--- config.mk ---
export PLATFORM = sky130hd
export DESIGN_NAME = dsp_dual_issue
export DESIGN_NICKNAME = d
export VERILOG_FILES = /design/src/rtl/dsp_pkg.sv /design/src/rtl/dsp_busy_ctr.sv /design/src/rtl/dsp_slot_pick.sv /design/src/rtl/dsp_dual_issue.sv
export SDC_FILE = /design/constraint.sdc
export NUM_CORES = 1
export LEC_CHECK = 0
export BUFFER_PORTS_ARGS = -buffer_cell sky130_fd_sc_hd__buf_2
export CORE_UTILIZATION = 35
export DETAILED_ROUTE_END_ITERATION = 6
export GPL_TIMING_DRIVEN = 0
export PLACE_DENSITY_LB_ADDON = 0.08
export SYNTH_ARGS = -nofsm -noshare
export SYNTH_HDL_FRONTEND = slang
export SYNTH_SLANG_ARGS = --single-unit
--- constraint.sdc ---
create_clock -name clk -period 1.95 [get_ports clk]
set_input_delay 0.2925 -clock clk [delete_from_list [all_inputs] [get_ports clk]]
set_output_delay 0.2925 -clock clk [all_outputs]
set_load 0.02 [all_outputs]
--- src/rtl/dsp_pkg.sv ---
package dsp_pkg;

  localparam int N_UNITS = 5;
  localparam int N_SLOTS = 2;

  localparam int U_SIMD0 = 0;
  localparam int U_SIMD1 = 1;
  localparam int U_SFU   = 2;
  localparam int U_LDST  = 3;
  localparam int U_TEX   = 4;

  localparam logic [2:0] CODE_PAIR = 3'd5;

  typedef enum logic [2:0] {
    OPC_FMA32   = 3'd0,
    OPC_IMUL    = 3'd1,
    OPC_FMA64   = 3'd2,
    OPC_SPECIAL = 3'd3,
    OPC_INTERP  = 3'd4,
    OPC_LDST    = 3'd5,
    OPC_TEX     = 3'd6,
    OPC_RSVD    = 3'd7
  } opc_e;

  // Units an operation class would occupy, given which units are available.
  // Empty result means the head must wait.
  function automatic logic [N_UNITS-1:0] claim_for(logic [2:0] opc,
                                                   logic [N_UNITS-1:0] avail);
    logic [N_UNITS-1:0] c;
    c = '0;
    case (opc_e'(opc))
      OPC_FMA32: begin
        if (avail[U_SIMD0])      c[U_SIMD0] = 1'b1;
        else if (avail[U_SIMD1]) c[U_SIMD1] = 1'b1;
      end
      OPC_IMUL:    if (avail[U_SIMD0]) c[U_SIMD0] = 1'b1;
      OPC_FMA64: begin
        if (avail[U_SIMD0] && avail[U_SIMD1]) begin
          c[U_SIMD0] = 1'b1;
          c[U_SIMD1] = 1'b1;
        end
      end
      OPC_SPECIAL,
      OPC_INTERP:  if (avail[U_SFU])  c[U_SFU]  = 1'b1;
      OPC_LDST:    if (avail[U_LDST]) c[U_LDST] = 1'b1;
      OPC_TEX:     if (avail[U_TEX])  c[U_TEX]  = 1'b1;
      default:     c = '0;
    endcase
    return c;
  endfunction

  // Unit-select code reported for a claim vector.
  function automatic logic [2:0] code_of(logic [N_UNITS-1:0] claim);
    logic [2:0] code;
    code = 3'd0;
    if (claim[U_SIMD0] && claim[U_SIMD1]) begin
      code = CODE_PAIR;
    end else begin
      for (int u = N_UNITS - 1; u >= 0; u--) begin
        if (claim[u]) code = 3'(u);
      end
    end
    return code;
  endfunction

  // Occupancy in cycles of an operation class on the unit(s) it takes.
  function automatic int hold_of(logic [2:0] opc, int base_cyc,
                                 int special_cyc, int fma64_cyc);
    case (opc_e'(opc))
      OPC_SPECIAL: return special_cyc;
      OPC_FMA64:   return fma64_cyc;
      default:     return base_cyc;
    endcase
  endfunction

endpackage

--- src/rtl/dsp_busy_ctr.sv ---
module dsp_busy_ctr #(
  parameter int CNT_W = 3
) (
  input  logic             clk,
  input  logic             rst,
  input  logic             load,
  input  logic [CNT_W-1:0] hold,
  output logic             idle
);

  logic [CNT_W-1:0] cnt;

  always_ff @(posedge clk) begin
    if (rst) begin
      cnt <= '0;
    end else if (load) begin
      cnt <= hold - 1'b1;
    end else if (cnt != '0) begin
      cnt <= cnt - 1'b1;
    end
  end

  assign idle = (cnt == '0);


  load_when_idle_chk: assert property (@(posedge clk) disable iff (rst)
    load |-> idle);


  idle_stays_chk: assert property (@(posedge clk) disable iff (rst)
    (idle && !load) |=> idle);

endmodule

--- src/rtl/dsp_slot_pick.sv ---
module dsp_slot_pick
  import dsp_pkg::*;
(
  input  logic               valid,
  input  logic [2:0]         opc,
  input  logic [N_UNITS-1:0] avail,
  output logic [N_UNITS-1:0] claim,
  output logic               take,
  output logic [2:0]         code
);

  always_comb begin
    claim = valid ? claim_for(opc, avail) : '0;
    take  = (claim != '0);
    code  = code_of(claim);
  end

endmodule

--- src/rtl/dsp_dual_issue.sv ---
module dsp_dual_issue
  import dsp_pkg::*;
#(
  parameter int BASE_CYC    = 1,
  parameter int SPECIAL_CYC = 4,
  parameter int FMA64_CYC   = 2
) (
  input  logic       clk,
  input  logic       rst,
  input  logic       q0_valid,
  input  logic [2:0] q0_opc,
  input  logic       q1_valid,
  input  logic [2:0] q1_opc,
  output logic       q0_take,
  output logic       q1_take,
  output logic       iss0_stb,
  output logic [2:0] iss0_unit,
  output logic       iss1_stb,
  output logic [2:0] iss1_unit
);

  localparam int MAX_CYC = (SPECIAL_CYC > FMA64_CYC)
                         ? ((SPECIAL_CYC > BASE_CYC) ? SPECIAL_CYC : BASE_CYC)
                         : ((FMA64_CYC > BASE_CYC) ? FMA64_CYC : BASE_CYC);
  localparam int CNT_W = $clog2(MAX_CYC + 1);

  logic [N_SLOTS-1:0]              head_vld;
  logic [N_SLOTS-1:0][2:0]         head_opc;
  logic [N_SLOTS:0][N_UNITS-1:0]   avail;
  logic [N_SLOTS-1:0][N_UNITS-1:0] claim;
  logic [N_SLOTS-1:0]              take;
  logic [N_SLOTS-1:0][2:0]         code;
  logic [N_UNITS-1:0]              unit_idle;
  logic [N_UNITS-1:0]              unit_load;
  logic [N_SLOTS-1:0]              stb_q;
  logic [N_SLOTS-1:0][2:0]         unit_q;
  logic                            sfu_long_start;

  assign head_vld = {q1_valid, q0_valid};
  assign head_opc = {q1_opc, q0_opc};
  assign avail[0] = unit_idle;

  // Slot chain: queue 0 picks first, queue 1 sees what remains.
  for (genvar s = 0; s < N_SLOTS; s++) begin : g_slot
    dsp_slot_pick u_pick (
      .valid (head_vld[s]),
      .opc   (head_opc[s]),
      .avail (avail[s]),
      .claim (claim[s]),
      .take  (take[s]),
      .code  (code[s])
    );
    assign avail[s+1] = avail[s] & ~claim[s];
  end

  // Per-unit busy countdowns.
  for (genvar u = 0; u < N_UNITS; u++) begin : g_unit
    logic [CNT_W-1:0] hold_u;
    assign unit_load[u] = claim[0][u] | claim[1][u];
    assign hold_u = claim[0][u]
                  ? CNT_W'(hold_of(head_opc[0], BASE_CYC, SPECIAL_CYC, FMA64_CYC))
                  : CNT_W'(hold_of(head_opc[1], BASE_CYC, SPECIAL_CYC, FMA64_CYC));
    dsp_busy_ctr #(.CNT_W(CNT_W)) u_ctr (
      .clk  (clk),
      .rst  (rst),
      .load (unit_load[u]),
      .hold (hold_u),
      .idle (unit_idle[u])
    );
  end

  always_ff @(posedge clk) begin
    if (rst) begin
      stb_q  <= '0;
      unit_q <= '0;
    end else begin
      stb_q  <= take;
      unit_q <= code;
    end
  end

  assign q0_take   = take[0];
  assign q1_take   = take[1];
  assign iss0_stb  = stb_q[0];
  assign iss0_unit = unit_q[0];
  assign iss1_stb  = stb_q[1];
  assign iss1_unit = unit_q[1];

  assign sfu_long_start = (claim[0][U_SFU] && head_opc[0] == OPC_SPECIAL)
                       || (claim[1][U_SFU] && head_opc[1] == OPC_SPECIAL);


  disjoint_claim_chk: assert property (@(posedge clk) disable iff (rst)
    (claim[0] & claim[1]) == '0);


  strobe0_follow_chk: assert property (@(posedge clk) disable iff (rst)
    q0_take |=> iss0_stb);


  strobe1_follow_chk: assert property (@(posedge clk) disable iff (rst)
    q1_take |=> iss1_stb);


  queue0_wins_chk: assert property (@(posedge clk) disable iff (rst)
    (q0_take && q1_valid && q1_opc == q0_opc && q0_opc != OPC_FMA32)
      |-> !q1_take);


  rsvd_never_taken_chk: assert property (@(posedge clk) disable iff (rst)
    ((q0_valid && q0_opc == OPC_RSVD) |-> !q0_take)
    and ((q1_valid && q1_opc == OPC_RSVD) |-> !q1_take));


  imul_simd0_chk: assert property (@(posedge clk) disable iff (rst)
    (q1_take && q1_opc == OPC_IMUL) |=> (iss1_unit == 3'd0));


  special_holds_sfu_chk: assert property (@(posedge clk) disable iff (rst)
    (sfu_long_start && SPECIAL_CYC > 1) |=> !unit_idle[U_SFU]);


  take_needs_head_chk: assert property (@(posedge clk) disable iff (rst)
    (q0_take |-> q0_valid) and (q1_take |-> q1_valid));

endmodule

== Word level (Yosys, flattened, before mapping) ==
Index checks and enable logic that the tools add are counted.
Storage, ports and cells
  bits in registers: 23
  bits of input ports: 10
  output and inout port bits: 10
  logic and storage cells: 123
Cells by class
  add/sub/neg operators: 10
  equality and inequality tests: 12
  mux-type cells: 55
  bitwise logic cells: 7
  reduce and logical (&&, ||, !) cells: 29
Operator list (count)
  3-bit 2-to-1 mux: 27
  3-bit by 1-bit subtractor with 3-bit output, second input constant: 10
  3-bit zero test: 7
  3-bit equality test, second input constant: 6
  1-bit 2-to-1 mux: 18
  3-bit nonzero test: 5
  3-bit by 2-bit equality test with 1-bit output, second input constant: 4
  3-bit one-hot mux with 2 select lines: 2
  5-bit 2-to-1 mux: 2
  2-bit nonzero test: 5
  5-bit nonzero test: 2
  1-bit one-hot mux with 2 select lines: 4
  2-bit OR reduction: 4
  4-bit OR reduction: 2
  3-bit by 1-bit equality test with 1-bit output, second input constant: 2
  5-bit bitwise AND: 1
  5-bit inverter: 1
  1-bit OR: 5
  1-bit logical AND: 4
  2-bit 2-to-1 mux: 2

== Longest topological paths before layout ==
Gate-level depths: netlist (run 1).
  depth in word-level cells: 17
  gate-level depth with buffers: 10
  mapped depth without buffers: 9

== Hierarchy ==
A second synthesis (run 1) with hierarchy kept.
Second synthesis, totals
  cells, all modules: 181
  area, all modules: 1609.0 um2
By module, submodules not included
  dsp_busy_ctr: times used 5, cells each 15, area each 163.9 um2, sequential area each 60.1 um2
  dsp_dual_issue: times used 1, cells each 52, area each 469.2 um2, sequential area each 160.2 um2
  dsp_slot_pick: times used 2, cells each 27, area each 160.2 um2, sequential area each 0.0 um2

== Worst setup path before layout (run 1) ==
Ideal clock, no wire load.
  path type: in2reg
  from: in q0_valid
  to: reg g_unit[2].u_ctr.cnt[2]
  setup time: 74 ps
  data arrival time: 2008 ps
  required time: 1876 ps
  path slack: -132 ps
  stages: 8
  path buffers: 1
  cell sequence: buf_2 nor2b_1 a31o_2 a22oi_1 a31oi_1 ha_1 or4b_1 a31oi_1
On the way
  word-level cells in the longest chain between the ends: 8
  elaborated cells on any way between the ends: 11
  those cells by class: add/sub (1); mux (6); bitwise (3); reduce/logical (1)
Ends and longest elaborated chain
  start, declared: RTL line dsp_dual_issue.sv:10  | input logic q0_valid,
  5-bit 2-to-1 mux *: RTL line dsp_slot_pick.sv:13  | claim = valid ? claim_for(opc, avail) : '0;
  5-bit inverter: RTL line dsp_dual_issue.sv:53  | assign avail[s+1] = avail[s] & ~claim[s];
  5-bit bitwise AND: RTL line dsp_dual_issue.sv:53
  1-bit 2-to-1 mux: RTL line dsp_pkg.sv:44  | OPC_INTERP: if (avail[U_SFU]) c[U_SFU] = 1'b1;
  1-bit 2-to-1 mux: RTL line dsp_pkg.sv:31  | case (opc_e'(opc))
  5-bit 2-to-1 mux: RTL line dsp_slot_pick.sv:13
  1-bit OR: RTL line dsp_dual_issue.sv:59  | assign unit_load[u] = claim[0][u] | claim[1][u];
  3-bit 2-to-1 mux / 2-bit nonzero test (equally long branches)
  end signal, assigned: RTL line dsp_busy_ctr.sv:17  | cnt <= hold - 1'b1;
  end signal, assigned: RTL line dsp_busy_ctr.sv:19  | cnt <= cnt - 1'b1;
  end, declared: RTL line dsp_busy_ctr.sv:11  | logic [CNT_W-1:0] cnt;
Mark *: on every way between the ends. The rest lies on a longest branch, timed or not.
A chain may end at the register's enable or synchronous reset.

== Worst setup path in the final report (run 1) ==
  from: reg g_unit[1].u_ctr.cnt[1]
  to: out q1_take
On the way
  word-level cells in the longest chain between the ends: 12
  elaborated cells on any way between the ends: 19
  those cells by class: mux (13); bitwise (2); reduce/logical (4)
Ends and longest elaborated chain
  start, declared: RTL line dsp_busy_ctr.sv:11
  start signal, assigned: RTL line dsp_busy_ctr.sv:17
  start signal, assigned: RTL line dsp_busy_ctr.sv:19
  3-bit zero test *: RTL line dsp_busy_ctr.sv:23  | assign idle = (cnt == '0);
  1-bit 2-to-1 mux / 1-bit logical AND (equally long branches): RTL line dsp_pkg.sv:34, dsp_pkg.sv:38
  1-bit 2-to-1 mux / 2-bit 2-to-1 mux (equally long branches): RTL line dsp_pkg.sv:33, dsp_pkg.sv:38
  1-bit one-hot mux with 2 select lines: RTL line dsp_pkg.sv:31
  5-bit 2-to-1 mux: RTL line dsp_slot_pick.sv:13
  5-bit inverter: RTL line dsp_dual_issue.sv:53
  5-bit bitwise AND *: RTL line dsp_dual_issue.sv:53
  1-bit 2-to-1 mux / 1-bit logical AND (equally long branches): RTL line dsp_pkg.sv:34, dsp_pkg.sv:38
  1-bit 2-to-1 mux / 2-bit 2-to-1 mux (equally long branches): RTL line dsp_pkg.sv:33, dsp_pkg.sv:38
  1-bit one-hot mux with 2 select lines: RTL line dsp_pkg.sv:31
  5-bit 2-to-1 mux *: RTL line dsp_slot_pick.sv:13
  5-bit nonzero test *: RTL line dsp_slot_pick.sv:14  | take = (claim != '0);
  end, declared: RTL line dsp_dual_issue.sv:15  | output logic q1_take,
Marks and branches as above.

==> metrics.md, run 1 <==
| Metric | Value |
|---|---|
| Share of cells above drive strength 1 | 40.7% |
| Fmax | 0.446 GHz |
| Largest net degree at the start of global routing | 13 |
| Reg-to-reg startpoint | g_unit[1].u_ctr.cnt[1]$_SDFFE_PP0P_ |
| First-iteration detailed-routing DRC count | 27 |
| DRC violations left | 0 |
| Max-cap violation count | 0 |
| Setup slack after layout | -0.295 ns |
| Fill cells | 400 |
| Reg2Reg Depth | 9 |
| Vias in the first global route | 1268 |
| Core Region | 4030 um2 |
| Worst path arrival time | 1.95 ns |
| Leakage Power | 0.770 nW |
| Die span in x | 66.9 um |
| Design area | 1910 um2 |
| Async set or reset register ratio after synthesis | 0% |
| Overflow left after global routing | 0 |
| Via count | 1365 |
| First-pass GRT wire length | 5.96 mm |
| Multi-input gate area | 1030 um2 |
| CP Cell Sequence | or4_4 -> a21oi_4 -> o21ai_2 -> a2111o_1 -> buf_6 |
| Pre-CTS setup slack | -0.282 ns |
| Synth Register Bits | 23 |
| Crit path capture type | primary output |
| RSZ-0062 raised after global routing | yes |
| Mean post-synth cell area | 8.87 um2 |
| Slew @ Worst Pin | 0.537 ns |
| Reg2reg end | g_unit[0].u_ctr.cnt[2]$_SDFFE_PP0P_ |
| Slowest cell on the critical path | or4_4 |
| Setup crit start kind | flip-flop |
| Kind of critical path | flip-flop to primary output |
| Pwr dens | 1360 nW/um2 |
| Antenna violations before repair | 0 |
| Minimum clock period | 2.24 ns |
| Num rows | 23 |
| Critical-path maximum fanout | 4 |
| EDFF count, synth | 0 |
| Synthesis warning total | 0 |
| Diodes inserted | 0 |
| Syn_nets | 181 |
| I/O Buffers | 15 |
| Die area | 4470 um2 |
| Reg area | 474 um2 |
| Via density | 5.48 |
| Avg WL per Cell | 15.0 um |
| CP bufs+invs | 1 |
| HP Class | primary input to flip-flop |
| Sequential-to-total area share from yosys stat | 31.3% |
| Mapped Area | 1470 um2 |
| Critical Path RT | 1.66 ns |
| Final hold violations | 0 |
| Number of CTS-inserted buffers | 3 |
| GRT Total Usage | 18.0% |
| Die Y-Extent | 66.9 um |
| Drt pass-1 iters | 4 |
| Syn Inst Count | 166 |
| Most frequent cells in the layout | dfxtp_1 (16), buf_4 (15), buf_2 (14) |
| VDD IR max | 551 uV |
| TritonCTS clock tree | done |
| Dpl hpwl | 2.64 mm |
| Remaining antenna violation count | 0 |
| Top delay family on crit path | compound AO/OA/AOI/OAI gates |
| Max-slew violations | 0 |
| Yosys cell types | 53 |
| Starting Density | 36.6% |
| Post-synth top flop | dfxtp_1 |
| Worst-Skew Late Latency | 0.27 ns |
| I/O Pins | 20 |
| Routed WL | 3.73 mm |
| Max incr delay on CP | 0.55 ns |
| Clk buf depth | 2 |
| Clock transition at path regs | 0.09 ns |
| Final period utilization | 115% |
| Max H-tree Level | 1 |
| DR WL met3 | 179 um |
| Hold path endpoint | iss0_unit[1]$_SDFF_PP0_ |
| Clk_skew | 0.00643 ns |
| Setup tns final | -0.996 ns |
| Post-DP Area | 1640 um2 |
| Flop-to-flop setup slack | -0.16 ns |
| Layout Nets | 215 |
| Uppermost layer routed | met4 |
| Leading cell type in the layout, fill and taps excluded | dfxtp_1 |
| Root Buffer | clkbuf_8 |
| # clock sinks | 23 |
| Outcome | finished with violations |
| P&R area growth vs syn | 29.8% |
| Routed met2 length | 1.84 mm |
| Max-slew headroom | 64.2% |
| Final GP Congestion | 0.820 |
| Hold_sp | q0_valid |
| WHS | 0.299 ns |
| Final setup violation count | 6 |
| Failing checks | setup timing |
| Metal-1 WL | 1.67 mm |
| Hold Buf Count CTS | 0 |
| Hold Path Stages | 3 |
worst max path at each step:
stage                                                    from                                   to  slack [ns]  depth (start not counted)
final                     g_unit[1].u_ctr.cnt[1]$_SDFFE_PP0P_                              q1_take       -0.29                          5
after global routing      g_unit[1].u_ctr.cnt[1]$_SDFFE_PP0P_                              q1_take       -0.33                          5
after CTS                 g_unit[1].u_ctr.cnt[1]$_SDFFE_PP0P_                              q1_take       -0.28                          5
after detailed placement                            q0_opc[1]  g_unit[2].u_ctr.cnt[2]$_SDFFE_PP0P_       -0.28                          9
after global placement                              q0_opc[1]  g_unit[2].u_ctr.cnt[2]$_SDFFE_PP0P_       -0.26                          9
after floorplan                                      q0_valid  g_unit[2].u_ctr.cnt[2]$_SDFFE_PP0P_      -0.002                          8
power by group:
| group | total (mW) | internal, mW | switching (mW) |
|---|---|---|---|
| logic | 1.50 | 0.763 | 0.735 |
| clock network | 0.313 | 0.146 | 0.166 |
| registers | 0.793 | 0.634 | 0.159 |
| total | 2.60 | 1.54 | 1.06 |
synth_stat cells (2+ instances only):
| cell type | count | area (um2) |
|---|---|---|
| a211oi_1 | 3 | 22.5 |
| a21oi_1 | 15 | 75.1 |
| a22o_1 | 2 | 17.5 |
| a31o_2 | 2 | 17.5 |
| a31oi_1 | 2 | 12.5 |
| and2_1 | 2 | 12.5 |
| and3_1 | 2 | 12.5 |
| and3b_1 | 2 | 17.5 |
| buf_2 | 2 | 10.0 |
| buf_6 | 3 | 33.8 |
| clkbuf_8 | 2 | 27.5 |
| dfxtp_1 | 23 | 460 |
| ha_1 | 5 | 62.6 |
| inv_1 | 6 | 22.5 |
| nand2_1 | 7 | 26.3 |
| nand2b_1 | 4 | 25.0 |
| nand3_1 | 3 | 15.0 |
| nand4b_1 | 4 | 35.0 |
| nor2_1 | 12 | 45.0 |
| nor2b_1 | 6 | 37.5 |
| nor3_1 | 12 | 60.1 |
| nor4_1 | 3 | 18.8 |
| o21a_1 | 2 | 15.0 |
| o21ai_0 | 3 | 15.0 |
| o31ai_1 | 3 | 22.5 |
| or3_1 | 2 | 12.5 |
| or3_2 | 3 | 22.5 |
| xnor2_1 | 6 | 52.6 |
metrics by stage:
stage / total power, mW / utilization [%] / std cells
after floorplan: 1.68 / - / 166
after global placement: 1.88 / 40.8 / 231
after detailed placement: 1.92 / 40.8 / 231
after CTS: 2.56 / 46.4 / 249
after global routing: 2.79 / 47.5 / 249
final: 2.60 / 47.5 / 249
worst min-delay path, cell delays in order:
cell	delay, ns
buf_4	0.15
nand2_1	0.06
nor2_1	0.03
cells by family (layout without fill, tap and decap cells):
logic type	count (synthesis)	count (layout)	synth area share [%]
compound gates	44	44	22.7
xor+xnor	6	6	3.57
flops	23	23	31.3
fa+ha+maj	6	6	4.93
simple gates	72	72	30.4
buf+inv	15	48	7.14
repair_timing:
item	4_1_cts	5_1_grt
pin swaps	10	4
gates cloned	0	0
gates resized for setup	23	8
buffers inserted	14	0
setup endpoints to repair	7	8
final cells by class:
class,instances,area share [%]
Multi-Input combinational cell,128,53.7
Sequential cell,23,24.8
Timing Repair Buffer,29,10.3
Buffer,9,4.45
Tap cell,50,3.27
Clock buffer,4,2.36
Inverter,6,1.18
layer usage:
layer / track usage, % / up-vias
met5: 0 / -
met3: 2.57 / 4
met1: 22.9 / 644
li1: - / 684
met4: 5.85 / 0
met2: 30.9 / 33
state kept, by name, summed over array words and instances, names as in the netlist:
signal            cells
g_unit.u_ctr.cnt     15
iss0_unit             3
iss1_unit             3
stb_q                 2
No activity file was read; power rests on OpenSTA's default activity.
==> inputs of run 2 (changes only) <==
--- a/config.mk
+++ b/config.mk
@@ -6,10 +6,11 @@
 export NUM_CORES = 1
 export LEC_CHECK = 0
 export BUFFER_PORTS_ARGS = -buffer_cell sky130_fd_sc_hd__buf_2
-export CORE_UTILIZATION = 35
+export CORE_UTILIZATION = 46
 export DETAILED_ROUTE_END_ITERATION = 6
 export GPL_TIMING_DRIVEN = 0
 export PLACE_DENSITY_LB_ADDON = 0.08
 export SYNTH_ARGS = -nofsm -noshare
 export SYNTH_HDL_FRONTEND = slang
+export SYNTH_HIERARCHICAL = 1
 export SYNTH_SLANG_ARGS = --single-unit
==> run 2 against run 1 <==
Compared with the run above: the run still ends with setup timing left; worst hold slack gained 0.085 ns; non-clock buffer count is 16 higher; flip-flop and latch count unchanged; sequential power up 5.9%; sequential share of layout area shrank 3.9 points; critical endpoint is now g_unit[0].u_ctr/cnt[2]$_SDFFE_PP0P_; largest power group unchanged.
==> metrics.md, run 2 <==
| Metric | Value |
|---|---|
| Synth Register Bits | 23 (unchanged) |
| Switching pwr | 1.23 mW (was 1.06 mW) |
| Power Internal | 1.93 mW (was 1.54 mW) |
| Die span in x | 61.1 um (was 66.9 um) |
| Sequential-to-total area share from yosys stat | 28.6% (was 31.3%) |
| Num rows | 21 (was 23) |
| Reg2Reg Depth | 14 (was 9) |
| Critical Path RT | 2.18 ns (was 1.66 ns) |
| Global Route met1 Usage | 26.0% (was 22.9%) |
| Most frequent cells in the layout | buf_4 (33), mux2i_1 (18), buf_2 (15) (was dfxtp_1 (16), buf_4 (15), buf_2 (14)) |
| Clk buf depth | 2 (unchanged) |
| Combinational share of power | 66.0% (was 57.5%) |
| Overflow left after global routing | 0 (unchanged) |
| Max H-tree Level | 1 (unchanged) |
| WHS | 0.383 ns (was 0.299 ns) |
| Crit-path most repeated cell | nor2b_4 |
| Post-synth top flop | dfxtp_1 (unchanged) |
| Synthesis warning total | 6 (was 0) |
| Mapped Area | 1610 um2 (was 1470 um2) |
| Max-cap violation count | 0 (unchanged) |
| Flop-to-flop setup slack | -0.58 ns (was -0.16 ns) |
| I/O Pins | 20 (unchanged) |
| Remaining antenna violation count | 0 (unchanged) |
| Fill cells | 243 (was 400) |
| Drt pass-1 iters | 4 (unchanged) |
| Crit path capture type | flip-flop (was primary output) |
| Kind of critical path | flip-flop to flip-flop (was flip-flop to primary output) |
| Most Crowded Layer GR | met2 (unchanged) |
| Count leader, synth | mux2i_1 (was dfxtp_1) |
| Met3 Track Usage GR | 3.15% (was 2.57%) |
| Final period utilization | 130% (was 115%) |
| Sw Ratio | 38.9% (was 40.7%) |
| Core Region | 3340 um2 (was 4030 um2) |
| VDD IR max | 693 uV (was 551 uV) |
| Fmax | 0.395 GHz (was 0.446 GHz) |
| First-pass GRT wire length | 6.51 mm (was 5.96 mm) |
| Clk_skew | 0.00379 ns (was 0.00643 ns) |
| Design area | 2420 um2 (was 1910 um2) |
| Worst path arrival time | 2.76 ns (was 1.95 ns) |
| Via density | 5.49 (was 5.48) |
| Max-slew headroom | 67.9% (was 64.2%) |
| First-iteration detailed-routing DRC count | 61 (was 27) |
| Syn Inst Count | 181 (was 166) |
| Top-area cell type share of the netlist area | 28.6% (was 31.3%) |
| EDFF count, synth | 0 (unchanged) |
| Antenna violations before repair | 0 (unchanged) |
| Setup slack after layout | -0.581 ns (was -0.295 ns) |
| Sequential Power Share | 26.6% (was 30.5%) |
| Hold Path Stages | 4 (was 3) |
| Final hold violations | 0 (unchanged) |
| Max reg flops | 15 (unchanged) |
| Setup crit start kind | flip-flop (unchanged) |
| Commonest cells in the netlist | mux2i_1 (25), dfxtp_1 (23), nor2b_1 (19) (was dfxtp_1 (23), a21oi_1 (15), nor2_1 (12), nor3_1 (12), nand2_1 (7)) |
| Starting Density | 48.2% (was 36.6%) |
| Root Buffer | clkbuf_4 (was clkbuf_8) |
| Largest net degree at the start of global routing | 24 (was 13) |
| Minimum clock period | 2.53 ns (was 2.24 ns) |
| Clk network pwr share | 7.4% (was 12.0%) |
| Capture point of the worst path | g_unit[0].u_ctr/cnt[2]$_SDFFE_PP0P_ (was q1_take) |
| HP Class | primary input to flip-flop (unchanged) |
| Dpl hpwl | 2.85 mm (was 2.64 mm) |
| Failing checks | setup timing (unchanged) |
| Final GP Congestion | 0.808 (was 0.820) |
| Die area | 3740 um2 (was 4470 um2) |
| Top post-synthesis cells by area | dfxtp_1 (29%), mux2i_1 (16%), nor2b_1 (7.4%) (was dfxtp_1 (31%), a21oi_1 (5.1%), ha_1 (4.2%)) |
| Reg2reg end | g_unit[0].u_ctr/cnt[2]$_SDFFE_PP0P_ (was g_unit[0].u_ctr.cnt[2]$_SDFFE_PP0P_) |
| Leakage Power | 0.998 nW (was 0.770 nW) |
| CP Cell Sequence | nor3_4 -> nor2b_4 -> nand3_2 -> inv_4 -> nor2b_2 -> nor2b_4 -> o211ai_1 -> inv_1 -> or2_4 -> mux2i_2 -> ha_2 -> xnor2_1 -> a21oi_1 -> o21a_1 (was or4_4 -> a21oi_4 -> o21ai_2 -> a2111o_1 -> buf_6) |
| Reg with most FFs | g_unit.u_ctr/cnt (was g_unit.u_ctr.cnt) |
| Max-slew violations | 0 (unchanged) |
| Start point of the critical path | g_unit[1].u_ctr/cnt[0]$_SDFFE_PP0P_ (was g_unit[1].u_ctr.cnt[1]$_SDFFE_PP0P_) |
| Slew @ Worst Pin | 0.482 ns (was 0.537 ns) |
| Critical-path maximum fanout | 3 (was 4) |
| Max incr delay on CP | 0.37 ns (was 0.55 ns) |
| I/O Buffers | 19 (was 15) |
| Pre-CTS setup slack | -0.803 ns (was -0.282 ns) |
| Mean post-synth cell area | 8.89 um2 (was 8.87 um2) |
| Met2 usage | 45.7% (was 30.9%) |
| Yosys cell types | 29 (was 53) |
| Async set or reset register ratio after synthesis | 0% (unchanged) |
| Final setup violation count | 15 (was 6) |
| Worst-Skew Late Latency | 0.32 ns (was 0.27 ns) |
| Diodes inserted | 0 (unchanged) |
| Outcome | finished with violations (unchanged) |
| DRC violations left | 0 (unchanged) |
| Avg WL per Cell | 15.3 um (was 15.0 um) |
| Share of cells above drive strength 1 | 57.7% (was 40.7%) |
| P&R area growth vs syn | 50.7% (was 29.8%) |
| Number of CTS-inserted buffers | 3 (unchanged) |
| Largest area contributor in the netlist | dfxtp_1 (unchanged) |
| Clock transition at path regs | 0.13 ns (was 0.09 ns) |
| Reg-to-reg startpoint | g_unit[1].u_ctr/cnt[0]$_SDFFE_PP0P_ (was g_unit[1].u_ctr.cnt[1]$_SDFFE_PP0P_) |
| Slowest cell on the critical path | dfxtp_4 (was or4_4) |
| # clock sinks | 23 (unchanged) |
| Post-DP Area | 1890 um2 (was 1640 um2) |
| Vias in the first global route | 1479 (was 1268) |
| Leading cell type in the layout, fill and taps excluded | buf_4 (was dfxtp_1) |
| Layout Nets | 255 (was 215) |
| GRT Total Usage | 24.0% (was 18.0%) |
| Syn_nets | 196 (was 181) |
| Via count | 1565 (was 1365) |
| Die Y-Extent | 61.1 um (was 66.9 um) |
| TritonCTS clock tree | done (unchanged) |
| RSZ-0062 raised after global routing | yes (unchanged) |
| Routed WL | 4.36 mm (was 3.73 mm) |
| Pwr dens | 1300 nW/um2 (was 1360 nW/um2) |
==> run 2: changes by cell type after synthesis, sizes merged, moves of 4 or more <==
cell and change:
a21oi -10, buf -6, inv +6, mux2i +25, nand2 +6, nand4b -4, nor2 -12, nor2b +12
o22ai +5, or2 +5
==> run 2: timing repair <==
item,4_1_cts,5_1_grt
buffers inserted,25,12
pin swaps,26,16
setup endpoints to repair,18,18
hold buffers,0,0
gates resized for setup,46,22
==> run 2: power by group through the flow <==
stage / Clock (mW) / Sequential [mW] / Combinational, mW
global placement: 0 / 0.776 / 1.28
floorplan: 0 / 0.793 / 1.06
CTS: 0.241 / 0.833 / 1.79
finish: 0.233 / 0.840 / 2.09
detailed placement: 0 / 0.793 / 1.36
global route: 0.256 / 0.863 / 2.24
==> run 2: metrics by stage <==
stage | total power [mW] | std cells | setup TNS [ns] | util [%]
floorplan | 1.85 | 181 | -2.56 | -
global placement | 2.05 | 246 | -6.76 | 56.5
detailed placement | 2.15 | 246 | -8.12 | 56.5
CTS | 2.86 | 275 | -4.80 | 67.5
global route | 3.36 | 285 | -6.86 | 72.7
finish | 3.16 | 285 | -5.03 | 72.7
==> run 2: cells by family (layout without fill, tap and decap cells) <==
| group | count (synthesis) | count (layout) | share of synthesized area, % |
|---|---|---|---|
| simple gates | 79 | 79 | 32.8 |
| xor+xnor | 7 | 7 | 3.81 |
| compound gates | 28 | 28 | 11.1 |
| fa+ha+maj | 5 | 5 | 3.89 |
| mux | 27 | 27 | 17.0 |
| buf+inv | 12 | 70 | 2.80 |
| flops | 23 | 23 | 28.6 |
==> run 2: layer usage <==
layer  share of wire [%]  vias up
met5                   0        -
met4                 1.8        0
met3                 2.3        9
met2                  56       30
met1                  40      753
li1                    -      773
==> run 2: worst min path at each step <==
stage | slack [ns] | start | end
floorplan | 0.35 | rst | g_unit[0].u_ctr/cnt[0]$_SDFFE_PP0P_
global placement | 0.55 | g_unit[3].u_ctr/cnt[1]$_SDFFE_PP0P_ | g_unit[3].u_ctr/cnt[1]$_SDFFE_PP0P_
detailed placement | 0.58 | g_unit[4].u_ctr/cnt[1]$_SDFFE_PP0P_ | g_unit[4].u_ctr/cnt[0]$_SDFFE_PP0P_
CTS | 0.37 | q1_valid | iss1_unit[1]$_SDFF_PP0_
global route | 0.41 | q1_valid | iss1_unit[1]$_SDFF_PP0_
finish | 0.38 | q1_valid | iss1_unit[1]$_SDFF_PP0_
==> run 2: final cells by class <==
type                    count  area, um2  area share [%]
clock buffers               4       26.3            1.08
inverters                  12       60.1            2.48
multi-input cells         146       1380            57.0
flip-flops and latches     23        508            20.9
well taps                  46       57.6            2.37
repair buffers             54        390            16.1
==> run 2: worst max-delay path: cells and delay by family, from the launching register on <==
kind / cells / cell delay, ns
buffers and inverters: 2 / 0.17
DFF: 1 / 0.37
xor gates and xnor gates: 1 / 0.12
adders and majority gates: 1 / 0.22
AOI/OAI and AO/OA: 3 / 0.42
muxes: 1 / 0.19
and+or+nand+nor: 6 / 0.93
